**src/rtl/tmr_pkg.sv**
```systemverilog
package tmr_pkg;
    localparam int unsigned DW        = 32;
    localparam int unsigned MODE_BITS = 2;
    localparam int unsigned EN_BIT    = 0;
    localparam int unsigned ONESHOT_BIT = 1;
    localparam int unsigned PEND_BIT  = 0;

    localparam int unsigned IDX_STAMP = 0;
    localparam int unsigned IDX_COUNT = 1;
    localparam int unsigned IDX_CTRL  = 2;
    localparam int unsigned IDX_STAT  = 8;

    typedef logic [DW-1:0] word_t;

    typedef struct packed {
        logic  wr_stamp;
        logic  wr_ctrl;
        logic  wr_stat;
        word_t wdata;
    } wr_req_t;

    typedef struct packed {
        word_t ctrl;
        word_t count;
        logic  pend;
    } cd_state_t;
endpackage

```
**src/rtl/tmr_stamp.sv**
```systemverilog
module tmr_stamp
    import tmr_pkg::*;
(
    input  logic  clk,
    input  logic  rst_n,
    input  logic  tick_en,
    input  logic  wr_stamp,
    input  word_t wdata,
    output word_t stamp
);
    word_t stamp_d, stamp_q;

    always_comb begin
        stamp_d = stamp_q;
        if (wr_stamp) begin
            stamp_d = wdata;
        end else if (tick_en) begin
            stamp_d = stamp_q + word_t'(1);
        end
    end

    always_ff @(posedge clk or negedge rst_n) begin
        if (!rst_n) begin
            stamp_q <= '0;
        end else begin
            stamp_q <= stamp_d;
        end
    end

    assign stamp = stamp_q;
endmodule

```
**src/rtl/tmr_countdown.sv**
```systemverilog
module tmr_countdown
    import tmr_pkg::*;
(
    input  logic  clk,
    input  logic  rst_n,
    input  logic  tick_en,
    input  logic  wr_ctrl,
    input  logic  wr_stat,
    input  word_t wdata,
    output word_t ctrl,
    output word_t count,
    output logic  pend
);
    cd_state_t st_d, st_q;
    word_t     reload_val;
    logic      expire;
    logic      clear_req;

    always_comb begin
        reload_val = {st_q.ctrl[DW-1:MODE_BITS], {MODE_BITS{1'b0}}};
        expire     = 1'b0;
        clear_req  = wr_stat && wdata[PEND_BIT];
        st_d       = st_q;

        if (wr_ctrl) begin
            st_d.ctrl = wdata;
            if (wdata[EN_BIT]) begin
                st_d.count = {wdata[DW-1:MODE_BITS], {MODE_BITS{1'b0}}};
            end
        end else if (st_q.ctrl[EN_BIT] && tick_en) begin
            if (st_q.count <= word_t'(1)) begin
                expire = 1'b1;
                if (st_q.ctrl[ONESHOT_BIT]) begin
                    st_d.count        = '0;
                    st_d.ctrl[EN_BIT] = 1'b0;
                end else begin
                    st_d.count = reload_val;
                end
            end else begin
                st_d.count = st_q.count - word_t'(1);
            end
        end

        st_d.pend = expire || (st_q.pend && !clear_req);
    end

    always_ff @(posedge clk or negedge rst_n) begin
        if (!rst_n) begin
            st_q <= '0;
        end else begin
            st_q <= st_d;
        end
    end

    assign ctrl  = st_q.ctrl;
    assign count = st_q.count;
    assign pend  = st_q.pend;
endmodule

```
**src/rtl/tmr_regif.sv**
```systemverilog
module tmr_regif
    import tmr_pkg::*;
#(
    parameter int unsigned ADDR_W = 4
) (
    input  logic              clk,
    input  logic              rst_n,
    input  logic [ADDR_W-1:0] addr,
    input  logic              wr,
    input  logic              rd,
    input  word_t             wdata,
    input  word_t             stamp,
    input  word_t             count,
    input  word_t             ctrl,
    input  logic              pend,
    output wr_req_t           req,
    output word_t             rdata
);
    localparam logic [ADDR_W-1:0] A_STAMP = IDX_STAMP[ADDR_W-1:0];
    localparam logic [ADDR_W-1:0] A_COUNT = IDX_COUNT[ADDR_W-1:0];
    localparam logic [ADDR_W-1:0] A_CTRL  = IDX_CTRL[ADDR_W-1:0];
    localparam logic [ADDR_W-1:0] A_STAT  = IDX_STAT[ADDR_W-1:0];

    word_t rdata_d, rdata_q;
    word_t sel_val;

    always_comb begin
        req.wr_stamp = wr && (addr == A_STAMP);
        req.wr_ctrl  = wr && (addr == A_CTRL);
        req.wr_stat  = wr && (addr == A_STAT);
        req.wdata    = wdata;

        case (addr)
            A_STAMP: sel_val = stamp;
            A_COUNT: sel_val = count;
            A_CTRL:  sel_val = ctrl;
            A_STAT:  sel_val = word_t'(pend);
            default: sel_val = '0;
        endcase

        rdata_d = rd ? sel_val : rdata_q;
    end

    always_ff @(posedge clk or negedge rst_n) begin
        if (!rst_n) begin
            rdata_q <= '0;
        end else begin
            rdata_q <= rdata_d;
        end
    end

    assign rdata = rdata_q;
endmodule

```
**src/rtl/sys_tick_timer.sv**
```systemverilog
module sys_tick_timer
    import tmr_pkg::*;
#(
    parameter int unsigned ADDR_W = 4
) (
    input  logic              clk,
    input  logic              rst_n,
    input  logic              tick_en,
    input  logic [ADDR_W-1:0] bus_addr,
    input  logic              bus_wr,
    input  logic              bus_rd,
    input  logic [DW-1:0]     bus_wdata,
    output logic [DW-1:0]     bus_rdata,
    input  logic              irq_mask,
    output logic              irq
);
    wr_req_t req;
    word_t   stamp;
    word_t   cur_count;
    word_t   ctrl_word;
    logic    pend;

    tmr_regif #(.ADDR_W(ADDR_W)) u_regif (
        .clk   (clk),
        .rst_n (rst_n),
        .addr  (bus_addr),
        .wr    (bus_wr),
        .rd    (bus_rd),
        .wdata (bus_wdata),
        .stamp (stamp),
        .count (cur_count),
        .ctrl  (ctrl_word),
        .pend  (pend),
        .req   (req),
        .rdata (bus_rdata)
    );

    tmr_stamp u_stamp (
        .clk      (clk),
        .rst_n    (rst_n),
        .tick_en  (tick_en),
        .wr_stamp (req.wr_stamp),
        .wdata    (req.wdata),
        .stamp    (stamp)
    );

    tmr_countdown u_cd (
        .clk     (clk),
        .rst_n   (rst_n),
        .tick_en (tick_en),
        .wr_ctrl (req.wr_ctrl),
        .wr_stat (req.wr_stat),
        .wdata   (req.wdata),
        .ctrl    (ctrl_word),
        .count   (cur_count),
        .pend    (pend)
    );

    assign irq = pend && !irq_mask;
endmodule

```
**config.mk**
```make
export PLATFORM = sky130hd
export DESIGN_NAME = sys_tick_timer
export DESIGN_NICKNAME = d
export VERILOG_FILES = /design/src/rtl/tmr_pkg.sv /design/src/rtl/tmr_stamp.sv /design/src/rtl/tmr_countdown.sv /design/src/rtl/tmr_regif.sv /design/src/rtl/sys_tick_timer.sv
export SDC_FILE = /design/constraint.sdc
export NUM_CORES = 1
export LEC_CHECK = 0
export BUFFER_PORTS_ARGS = -buffer_cell sky130_fd_sc_hd__buf_2
export CAP_MARGIN = 15
export CELL_PAD_IN_SITES_DETAIL_PLACEMENT = 0
export CELL_PAD_IN_SITES_GLOBAL_PLACEMENT = 1
export CORE_UTILIZATION = 51
export CTS_BUF_LIST = sky130_fd_sc_hd__clkbuf_8
export CTS_CLUSTER_SIZE = 30
export DETAILED_ROUTE_END_ITERATION = 8
export GPL_ROUTABILITY_DRIVEN = 0
export HOLD_SLACK_MARGIN = 0.05
export PLACE_DENSITY = 0.91
export SLEW_MARGIN = 20
export SYNTH_ARGS = -nofsm -noshare
export SYNTH_HDL_FRONTEND = slang
export SYNTH_HIERARCHICAL = 1
export SYNTH_SLANG_ARGS = --single-unit
```
**constraint.sdc**
```tcl
create_clock -name clk -period 5.6 [get_ports clk]
set_input_delay 0.56 -clock clk [delete_from_list [all_inputs] [get_ports clk]]
set_output_delay 0.56 -clock clk [all_outputs]
set_load 0.05 [all_outputs]
```
==> out/summary.txt, run 1 <==
synthesized cell area: 7870 sq um
CP Launch Type: flip-flop
ys async rst share: 100%
Die ar.: 15900 sq um
critical path type: reg2reg
Seq/Total Area, Yosys: 41.0%
leading cell type in the layout, fill and taps excluded: dfrtp_1
via count: 7047
# diodes: 0
synth unique cells: 83
Post-Synthesis Cells: 882
Final period util: 60.8%
CTS buffer count: 17
Worst Reg-to-Reg Cells: 6
Port Buffers: 74
R2R setup slack: 2.20 ns
Worst-path clk slew: 0.07 ns
Synth area leaders: dfrtp_1 41%, mux2_2 5.3%, o21ai_0 4.3%, nand2_1 4.1%, buf_4 3.4%
number of synthesized register bits: 129
Yosys top cell area share: 41.0%
WP data arrival: 3.73 ns
clk root buf: clkbuf_8
unrepaired setup endpoints after global routing: no
Hold WS: 0.0865 ns
R2R Path End: u_cd/count[26]$_DFFE_PN0P_
Post-synth EDFFs: 0
worst hold path type: in2async
M1 GR Usage: 46.0%
WL final: 22800 um
fill count: 1404
status: finished with violations
total negative slack: 0 ns
Final Util: 55.7%
Vias/cell: 6.41
Syn Nets: 927
Highest Clock Rate: 0.294 GHz
Hold-fix buffers, CTS: 0
initial antenna violation count: 0
chip width: 126 um
CTS tree: yes
first-pass GRT wire length: 36000 um
GRT overflow: 0
post-cts sizing count: 0
area grow syn2layout: 7.22%
Final #Nets: 943
Final Hold Viols: 0
I/O pins: 75
vias in the first global route: 6332
clk_lat worst skew: 0.45 ns
Max Slew Vio Count: 0
CTS HTree Levels: 4
Yosys warnings: 6
Layout Skew: 0.0104 ns
most frequent cells in the layout: 129 x dfrtp_1, 85 x nand2_1, 73 x buf_2, 69 x inv_1, 68 x o21ai_0
Routed Antenna Nets: 0
postcts setup bufs: 0
failing checks: DRC
drt pass-1 iters: 7
largest net degree at the start of global routing: 69
reg-to-reg startpoint: u_cd/count[13]$_DFFE_PN0P_
GRT busiest layer: met1
Row Count: 45
initial core utilization: 51.9%
GRT met2 Usage: 39.3%
Avg Cell Area, Syn: 8.92 sq um
share of post-route cells with drive strength above 1: 19.1%
CTS max path bufs: 2
Placeable Area: 15100 sq um
slew margin rel.: 26.2%
worst path required time: 5.93 ns
Pwr Density: 361 nW/um^2
VDD IR-drop max: 0.000161 V
critical path fanouts, max: 17
initial drt markers: 730
met3 usage: 7.05%
Tmin final: 3.40 ns
CTS Sinks: 129
Post-synth top flop: dfrtp_1
CP Capture Type: flip-flop
HPWL Detailed: 16400 um
leading area contributor after synthesis: dfrtp_1
Lkg Pwr: 3.46 nW
Die Y: 126 um
max-cap viol count: 0
slew of the pin with the lowest slew margin: 1.10 ns
Routed WL per cell: 20.8 um
Final setup viols: 0
Post-route DRC: 2
gr usage total: 29.5%
-- through the flow --
step	power, mW	setup WS, ns	cell area [sq um]	instances
2_1_floorplan	1.96	2.43	7870	882
3_5_place_dp	2.24	1.93	8040	1067
5_1_grt	3.21	2.04	8440	1099
3_3_place_gp	2.23	2.06	8040	1067
4_1_cts	3.03	2.34	8430	1099
6_report	3.05	2.20	8440	1099
-- worst max-delay path by stage --
| stage | startpoint | end | slack [ns] |
|---|---|---|---|
| 2_1_floorplan | bus_addr[2] | u_cd/count[7]$_DFFE_PN0P_ | 2.43 |
| 3_3_place_gp | bus_addr[1] | u_cd/count[23]$_DFFE_PN0P_ | 2.06 |
| 3_5_place_dp | bus_addr[1] | u_cd/count[27]$_DFFE_PN0P_ | 1.93 |
| 4_1_cts | u_cd/count[18]$_DFFE_PN0P_ | u_cd/count[9]$_DFFE_PN0P_ | 2.34 |
| 5_1_grt | u_cd/count[13]$_DFFE_PN0P_ | u_cd/count[9]$_DFFE_PN0P_ | 2.04 |
| 6_report | u_cd/count[13]$_DFFE_PN0P_ | u_cd/count[26]$_DFFE_PN0P_ | 2.20 |
-- where the power goes --
part | internal, mW | switching, mW | total, mW | leakage, nW
Sequential | 1.13 | 0.314 | 1.44 | 1.62
Clock | 0.431 | 0.354 | 0.785 | 0.223
Combinational | 0.336 | 0.486 | 0.823 | 1.62
Total | 1.89 | 1.15 | 3.05 | 3.46
-- per-layer routing --
layer,routed length [um],vias up
li1,-,3221
met1,10600,3408
met2,9270,386
met3,2530,32
met4,425,0
met5,0,-
-- cell usage after synthesis (13+ instances only) --
| cell | count |
|---|---|
| a31oi_1 | 18 |
| buf_4 | 36 |
| clkbuf_1 | 30 |
| nand2_1 | 85 |
| xnor2_1 | 15 |
| inv_1 | 63 |
| nor3_1 | 23 |
| nor4_1 | 13 |
| or4_1 | 17 |
| o22ai_1 | 32 |
| mux2_2 | 37 |
| o21ai_0 | 68 |
| dfrtp_1 | 129 |
| a21oi_1 | 30 |
| nand3_1 | 27 |
| nand4_1 | 17 |
| a22oi_1 | 31 |
| nor2_1 | 47 |
-- final cells by class --
class	count	area, sq um	share of cell area, %
multi-input combinational	603	3910	46.3
sequential	129	3230	38.3
tap	188	235	2.79
clock buffer	21	289	3.43
clock inverter	11	97.6	1.16
timing repair buffer	82	433	5.13
inverter	65	244	2.89
-- critical path, stage by stage, from the launching register on --
cell and delay [ns]:
dfrtp_1 0.51, or3_1 0.57, nor4b_4 0.54, nand4_1 0.90, and4b_1 0.52, a21oi_1 0.14, nand4_1 0.10
-- state kept, by name, summed over array words and instances (netlist names) --
name / cells
u_cd/pend: 1
u_regif/rdata: 32
u_cd/ctrl: 32
u_stamp/stamp: 32
u_cd/count: 32
-- cells by family (layout without fill, tap and decap cells) --
family | Yosys count | after routing | synth area share [%]
xor+xnor | 25 | 25 | 2.78
fa+ha+maj | 4 | 4 | 0.620
simple gates | 294 | 294 | 20.7
buf+inv | 150 | 179 | 9.51
flops | 129 | 129 | 41.0
compound gates | 238 | 238 | 19.4
mux | 42 | 42 | 5.93
(Power assumes the default switching activity.)
==> run 2, diff against run 1 <==
--- a/config.mk
+++ b/config.mk
@@ -9,13 +9,13 @@
 export CAP_MARGIN = 15
 export CELL_PAD_IN_SITES_DETAIL_PLACEMENT = 0
 export CELL_PAD_IN_SITES_GLOBAL_PLACEMENT = 1
-export CORE_UTILIZATION = 51
+export CORE_UTILIZATION = 47
 export CTS_BUF_LIST = sky130_fd_sc_hd__clkbuf_8
 export CTS_CLUSTER_SIZE = 30
 export DETAILED_ROUTE_END_ITERATION = 8
 export GPL_ROUTABILITY_DRIVEN = 0
 export HOLD_SLACK_MARGIN = 0.05
-export PLACE_DENSITY = 0.91
+export PLACE_DENSITY = 0.85
 export SLEW_MARGIN = 20
 export SYNTH_ARGS = -nofsm -noshare
 export SYNTH_HDL_FRONTEND = slang
==> constraint.sdc (replaced) <==
create_clock -name clk -period 3.5 [get_ports clk]
set_input_delay 0.35 -clock clk [delete_from_list [all_inputs] [get_ports clk]]
set_output_delay 0.35 -clock clk [all_outputs]
set_load 0.05 [all_outputs]
==> run 2 against run 1 <==
Against the previous run: the flow now finishes without violations; global-route usage decreased by 1.8 points; core utilization decreased by 2.7 points; maximum frequency increased by 18%; combinational power grew 62%; clock power is 52% higher; routed wire length grew 2.2%; design area increased by 1.3%; via count decreased by 1.3%; flip-flop and latch count is the same; worst setup slack worse by 1.6 ns; largest cell class unchanged.
==> out/summary.txt, run 2 (same netlist as run 1, synthesis figures left out) <==
unrepaired setup endpoints after global routing: no (unchanged)
CP Launch Type: flip-flop (unchanged)
Int Pwr: 2.97 mW (was 1.89 mW)
GRT overflow: 0 (unchanged)
Layout Skew: 0.00890 ns (was 0.0104 ns)
Tmin final: 2.88 ns (was 3.40 ns)
gr usage total: 27.7% (was 29.5%)
Clk network pwr share: 24.9% (was 25.8%)
R2R Path End: u_cd/count[27]$_DFFE_PN0P_ (was u_cd/count[26]$_DFFE_PN0P_)
R2R setup slack: 0.62 ns (was 2.20 ns)
CTS max path bufs: 2 (unchanged)
Final Util: 53.0% (was 55.7%)
Critical Path Start: u_cd/count[17]$_DFFE_PN0P_ (was u_cd/count[13]$_DFFE_PN0P_)
post-cts sizing count: 0 (unchanged)
WP data arrival: 3.23 ns (was 3.73 ns)
WL final: 23300 um (was 22800 um)
chip width: 131 um (was 126 um)
Port Buffers: 74 (unchanged)
CP Capture Type: flip-flop (unchanged)
# diodes: 0 (unchanged)
Placeable Area: 16100 sq um (was 15100 sq um)
largest net degree at the start of global routing: 97 (was 69)
Pwr Density: 561 nW/um^2 (was 361 nW/um^2)
via count: 6958 (was 7047)
clk_lat worst skew: 0.46 ns (was 0.45 ns)
reg-to-reg startpoint: u_cd/count[17]$_DFFE_PN0P_ (was u_cd/count[13]$_DFFE_PN0P_)
Worst Reg-to-Reg Cells: 6 (unchanged)
CTS HTree Levels: 4 (unchanged)
leading cell type in the layout, fill and taps excluded: dfrtp_1 (unchanged)
I/O pins: 75 (unchanged)
WL met2: 9460 um (was 9270 um)
Final #Nets: 956 (was 943)
Final period util: 82.3% (was 60.8%)
Die ar.: 17300 sq um (was 15900 sq um)
initial core utilization: 48.8% (was 51.9%)
critical path type: reg2reg (unchanged)
Routed Antenna Nets: 0 (unchanged)
Lkg Pwr: 3.50 nW (was 3.46 nW)
most frequent cells in the layout: 129 x dfrtp_1, 85 x nand2_1, 73 x buf_2, 68 x inv_1, 68 x o21ai_0 (was 129 x dfrtp_1, 85 x nand2_1, 73 x buf_2, 69 x inv_1, 68 x o21ai_0)
HPWL Detailed: 16800 um (was 16400 um)
Vias/cell: 6.11 (was 6.41)
vias in the first global route: 6493 (was 6332)
worst path required time: 3.85 ns (was 5.93 ns)
DR WL met3: 2280 um (was 2530 um)
switching portion of total power: 38.1% (was 37.9%)
Routed WL per cell: 20.5 um (was 20.8 um)
Final Power: 4.79 mW (was 3.05 mW)
Routed met1 length: 11100 um (was 10600 um)
share of post-route cells with drive strength above 1: 20.2% (was 19.1%)
Comb pwr share: 27.7% (was 27.0%)
Reg power frac: 47.4% (was 47.2%)
Hold WS: 0.112 ns (was 0.0865 ns)
worst hold path type: in2reg (was in2async)
final worst setup slack: 0.620 ns (was 2.20 ns)
Die Y: 131 um (was 126 um)
CTS Sinks: 129 (unchanged)
clk root buf: clkbuf_8 (unchanged)
critical path fanouts, max: 12 (was 17)
first-pass GRT wire length: 36800 um (was 36000 um)
switching pwr: 1.83 mW (was 1.15 mW)
Final Hold Viols: 0 (unchanged)
VDD IR-drop max: 0.000247 V (was 0.000161 V)
Row Count: 46 (was 45)
initial antenna violation count: 0 (unchanged)
status: finished clean (was finished with violations)
Final setup viols: 0 (unchanged)
Max Slew Vio Count: 0 (unchanged)
Highest Clock Rate: 0.347 GHz (was 0.294 GHz)
Post-route DRC: 0 (was 2)
CP endpoint: u_cd/count[27]$_DFFE_PN0P_ (was u_cd/count[26]$_DFFE_PN0P_)
max-cap viol count: 0 (unchanged)
Worst-path clk slew: 0.07 ns (about the same)
area grow syn2layout: 8.57% (was 7.22%)
drt pass-1 iters: 5 (was 7)
postcts setup bufs: 0 (unchanged)
initial drt markers: 651 (was 730)
slew of the pin with the lowest slew margin: 0.903 ns (was 1.10 ns)
CTS tree: yes (unchanged)
slew margin rel.: 39.8% (was 26.2%)
CTS buffer count: 17 (unchanged)
Top Metal Used: met4 (unchanged)
pre-CTS WS: 0.640 ns (was 1.93 ns)
total negative slack: 0 ns (unchanged)
==> run 2: cell count changes in the layout (fill, tap and decap cells not counted), sizes merged <==
| cell | before | now |
|---|---|---|
| buf | 82 | 94 |
| clkinvlp | 0 | 1 |
| dlygate4sd3 | 0 | 1 |
| bufinv | 2 | 1 |
| inv | 69 | 68 |
==> run 2: final cells by class <==
| class | count | area (sq um) |
|---|---|---|
| clock buffers | 21 | 289 |
| clock inverters | 10 | 71.3 |
| fillers | 1559 | 7570 |
| inverters | 65 | 244 |
| multi-input cells | 603 | 3900 |
| flip-flops and latches | 129 | 3230 |
| well taps | 216 | 270 |
| repair buffers | 95 | 537 |
==> run 2: repair_timing <==
item                                    CTS  global route
hold endpoints to repair                 94             0
hold buffers                              1             0
endpoints found under the setup margin    0             0
==> run 2: through the flow <==
step | area (sq um) | instances
CTS | 8540 | 1139
finish | 8540 | 1139
detailed placement | 8170 | 1107
global placement | 8170 | 1107
global route | 8540 | 1139
floorplan | 7870 | 882
==> run 2: power by group through the flow <==
stage | clock (mW) | sequential [mW] | combinational [mW]
6_report | 1.19 | 2.27 | 1.33
5_1_grt | 1.27 | 2.32 | 1.46
4_1_cts | 1.22 | 2.26 | 1.31
3_5_place_dp | 0 | 2.28 | 1.29
3_3_place_gp | 0 | 2.28 | 1.28
2_1_floorplan | 0 | 2.16 | 0.976
==> run 2: worst min path at each step <==
stage / to / start / slack, ns / depth (start not counted)
3_5_place_dp: u_cd/count[29]$_DFFE_PN0P_ / u_cd/ctrl[29]$_DFFE_PN0P_ / 0.48 / 1
2_1_floorplan: u_cd/count[0]$_DFFE_PN0P_ / rst_n / 0.05 / 0
4_1_cts: u_stamp/stamp[4]$_DFFE_PN0P_ / bus_wdata[4] / 0.09 / 3
6_report: u_stamp/stamp[4]$_DFFE_PN0P_ / bus_wdata[4] / 0.11 / 3
3_3_place_gp: u_cd/count[29]$_DFFE_PN0P_ / u_cd/ctrl[29]$_DFFE_PN0P_ / 0.49 / 1
5_1_grt: u_stamp/stamp[11]$_DFFE_PN0P_ / bus_wdata[11] / 0.13 / 3
==> run 2: metal layers <==
layer	track usage (%)	vias to the layer above
met5	0	-
met4	10.8	0
met2	37.7	362
li1	-	3245
met3	6.37	39
met1	42.0	3312
==> run 2: worst max-delay path: stages (launching register included) <==
cell and delay, ns:
dfrtp_1 0.43, or4_4 0.60, nor4b_4 0.49, and4_1 0.56
nor2_2 0.24, o311a_1 0.18, a211o_1 0.26
==> run 3, diff against run 2 <==
==> constraint.sdc (replaced) <==
create_clock -name clk -period 2.75 [get_ports clk]
set_input_delay 0.275 -clock clk [delete_from_list [all_inputs] [get_ports clk]]
set_output_delay 0.275 -clock clk [all_outputs]
set_load 0.05 [all_outputs]
==> run 3 against run 2 <==
Against the previous run: sequential power up 27%; first-iteration DRC count is 3.7% higher; hold slack lost 0.048 ns; flip-flop and latch count unchanged; final cell count up 2.3%; combinational power grew 32%; critical endpoint is now u_cd/count[10]$_DFFE_PN0P_.
==> out/summary.txt, run 3 (same netlist as run 1, synthesis figures left out) <==
CTS max path bufs: 2 (unchanged)
# diodes: 0 (unchanged)
CTS HTree Levels: 4 (unchanged)
via count: 7079 (was 6958)
Lkg Pwr: 3.62 nW (was 3.50 nW)
largest net degree at the start of global routing: 59 (was 97)
area grow syn2layout: 11.7% (was 8.57%)
chip width: 131 um (unchanged)
Port Buffers: 74 (unchanged)
CP Launch Type: flip-flop (unchanged)
critical path type: reg2reg (unchanged)
vias in the first global route: 6380 (was 6493)
worst path required time: 3.08 ns (was 3.85 ns)
clk root buf: clkbuf_8 (unchanged)
pre-CTS WS: 0.0897 ns (was 0.640 ns)
Post-route DRC: 0 (unchanged)
Final Hold Viols: 0 (unchanged)
leading cell type in the layout, fill and taps excluded: dfrtp_1 (unchanged)
WL final: 23700 um (was 23300 um)
initial core utilization: 48.8% (unchanged)
hold_sp: bus_wdata[15] (was bus_wdata[4])
Highest Clock Rate: 0.379 GHz (was 0.347 GHz)
Pwr Density: 708 nW/um^2 (was 561 nW/um^2)
Final setup viols: 0 (unchanged)
Final Util: 54.5% (was 53.0%)
Vias/cell: 6.08 (was 6.11)
Row Count: 46 (unchanged)
HPWL Detailed: 17200 um (was 16800 um)
Die ar.: 17300 sq um (unchanged)
share of post-route cells with drive strength above 1: 22.3% (was 20.2%)
WP data arrival: 2.97 ns (was 3.23 ns)
CTS Sinks: 129 (unchanged)
drt pass-1 iters: 5 (unchanged)
VDD IR-drop max: 0.000328 V (was 0.000247 V)
reg-to-reg startpoint: u_cd/count[1]$_DFFE_PN0P_ (was u_cd/count[17]$_DFFE_PN0P_)
initial drt markers: 675 (was 651)
unrepaired setup endpoints after global routing: no (unchanged)
slew of the pin with the lowest slew margin: 0.714 ns (was 0.903 ns)
initial antenna violation count: 0 (unchanged)
Max Slew Vio Count: 0 (unchanged)
Routed Antenna Nets: 0 (unchanged)
final worst setup slack: 0.109 ns (was 0.620 ns)
clk_lat worst skew: 0.46 ns (about the same)
Placeable Area: 16100 sq um (unchanged)
gr usage total: 27.8% (was 27.7%)
Routed WL per cell: 20.4 um (was 20.5 um)
Final Power: 6.22 mW (was 4.79 mW)
status: finished clean (unchanged)
CTS buffer count: 17 (unchanged)
most frequent cells in the layout: 129 x dfrtp_1, 85 x nand2_1, 73 x buf_2, 68 x o21ai_0, 64 x inv_1 (was 129 x dfrtp_1, 85 x nand2_1, 73 x buf_2, 68 x inv_1, 68 x o21ai_0)
Worst-path clk slew: 0.07 ns (about the same)
first-pass GRT wire length: 36900 um (was 36800 um)
Final period util: 96.0% (was 82.3%)
Final #Nets: 983 (was 956)
CTS tree: yes (unchanged)
total negative slack: 0 ns (unchanged)
I/O pins: 75 (unchanged)
CP Capture Type: flip-flop (unchanged)
slew margin rel.: 52.4% (was 39.8%)
Die Y: 131 um (unchanged)
Layout Skew: 0.00922 ns (was 0.00890 ns)
max-cap viol count: 0 (unchanged)
Critical Path Start: u_cd/count[1]$_DFFE_PN0P_ (was u_cd/count[17]$_DFFE_PN0P_)
Tmin final: 2.64 ns (was 2.88 ns)
worst hold path type: in2reg (unchanged)
critical path fanouts, max: 6 (was 12)
GRT overflow: 0 (unchanged)
## run 3: report_power, final
part / internal [mW] / total [mW] / switching (mW)
Sequential: 2.29 / 2.88 / 0.589
Clock: 0.832 / 1.59 / 0.761
Combinational: 0.746 / 1.75 / 1.00
Total: 3.87 / 6.22 / 2.35
## run 3: final timing paths
path / endpoint / slack (ns) / depth (start not counted)
worst max-delay path: u_cd/count[10]$_DFFE_PN0P_ / 0.11 / 7
worst min-delay path: u_stamp/stamp[15]$_DFFE_PN0P_ / 0.06 / 3
worst max register to register: u_cd/count[10]$_DFFE_PN0P_ / 0.11 / 7
worst min register to register: u_cd/ctrl[14]$_DFFE_PN0P_ / 0.52 / 2
max in group asynchronous: u_cd/ctrl[2]$_DFFE_PN0P_ / 1.65 / 3
min in group asynchronous: u_stamp/stamp[22]$_DFFE_PN0P_ / 0.35 / 2
## run 3: timing repair
| item | CTS | global route |
|---|---|---|
| hold endpoints to repair | 61 | 0 |
| buffers inserted | 0 | 5 |
| hold buffers | 6 | 0 |
| endpoints found under the setup margin | 0 | 11 |
| gates resized for setup | 0 | 1 |
## run 3: area by class of cell
type                    instances  area, sq um
fillers                      1546         7330
well taps                     216          270
clock inverters                11          116
clock buffers                  19          262
flip-flops and latches        129         3230
repair buffers                122          764
multi-input cells             603         3910
inverters                      65          244
## run 3: worst max-delay path, stage by stage, from the launching register on
cell	delay, ns
dfrtp_1	0.46
inv_1	0.13
ha_1	0.25
or4b_1	0.58
or2_2	0.38
or3_1	0.34
nor4_1	0.29
a211oi_1	0.09
## run 3: metrics by stage
step                hold slack, ns  cells  instance area, sq um
global placement             0.284   1124                  8310
finish                      0.0641   1165                  8790
CTS                         0.0539   1160                  8750
floorplan                  -0.0206    882                  7870
global route                0.0612   1165                  8790
detailed placement           0.288   1124                  8310
## run 3: layer usage
| metal | GRT usage (%) | vias up | wire length (um) |
|---|---|---|---|
| li1 | - | 3306 | - |
| met1 | 42.5 | 3351 | 11200 |
| met3 | 7.45 | 36 | 2500 |
| met2 | 37.7 | 386 | 9640 |
| met4 | 8.46 | 0 | 394 |
| met5 | 0 | - | 0 |
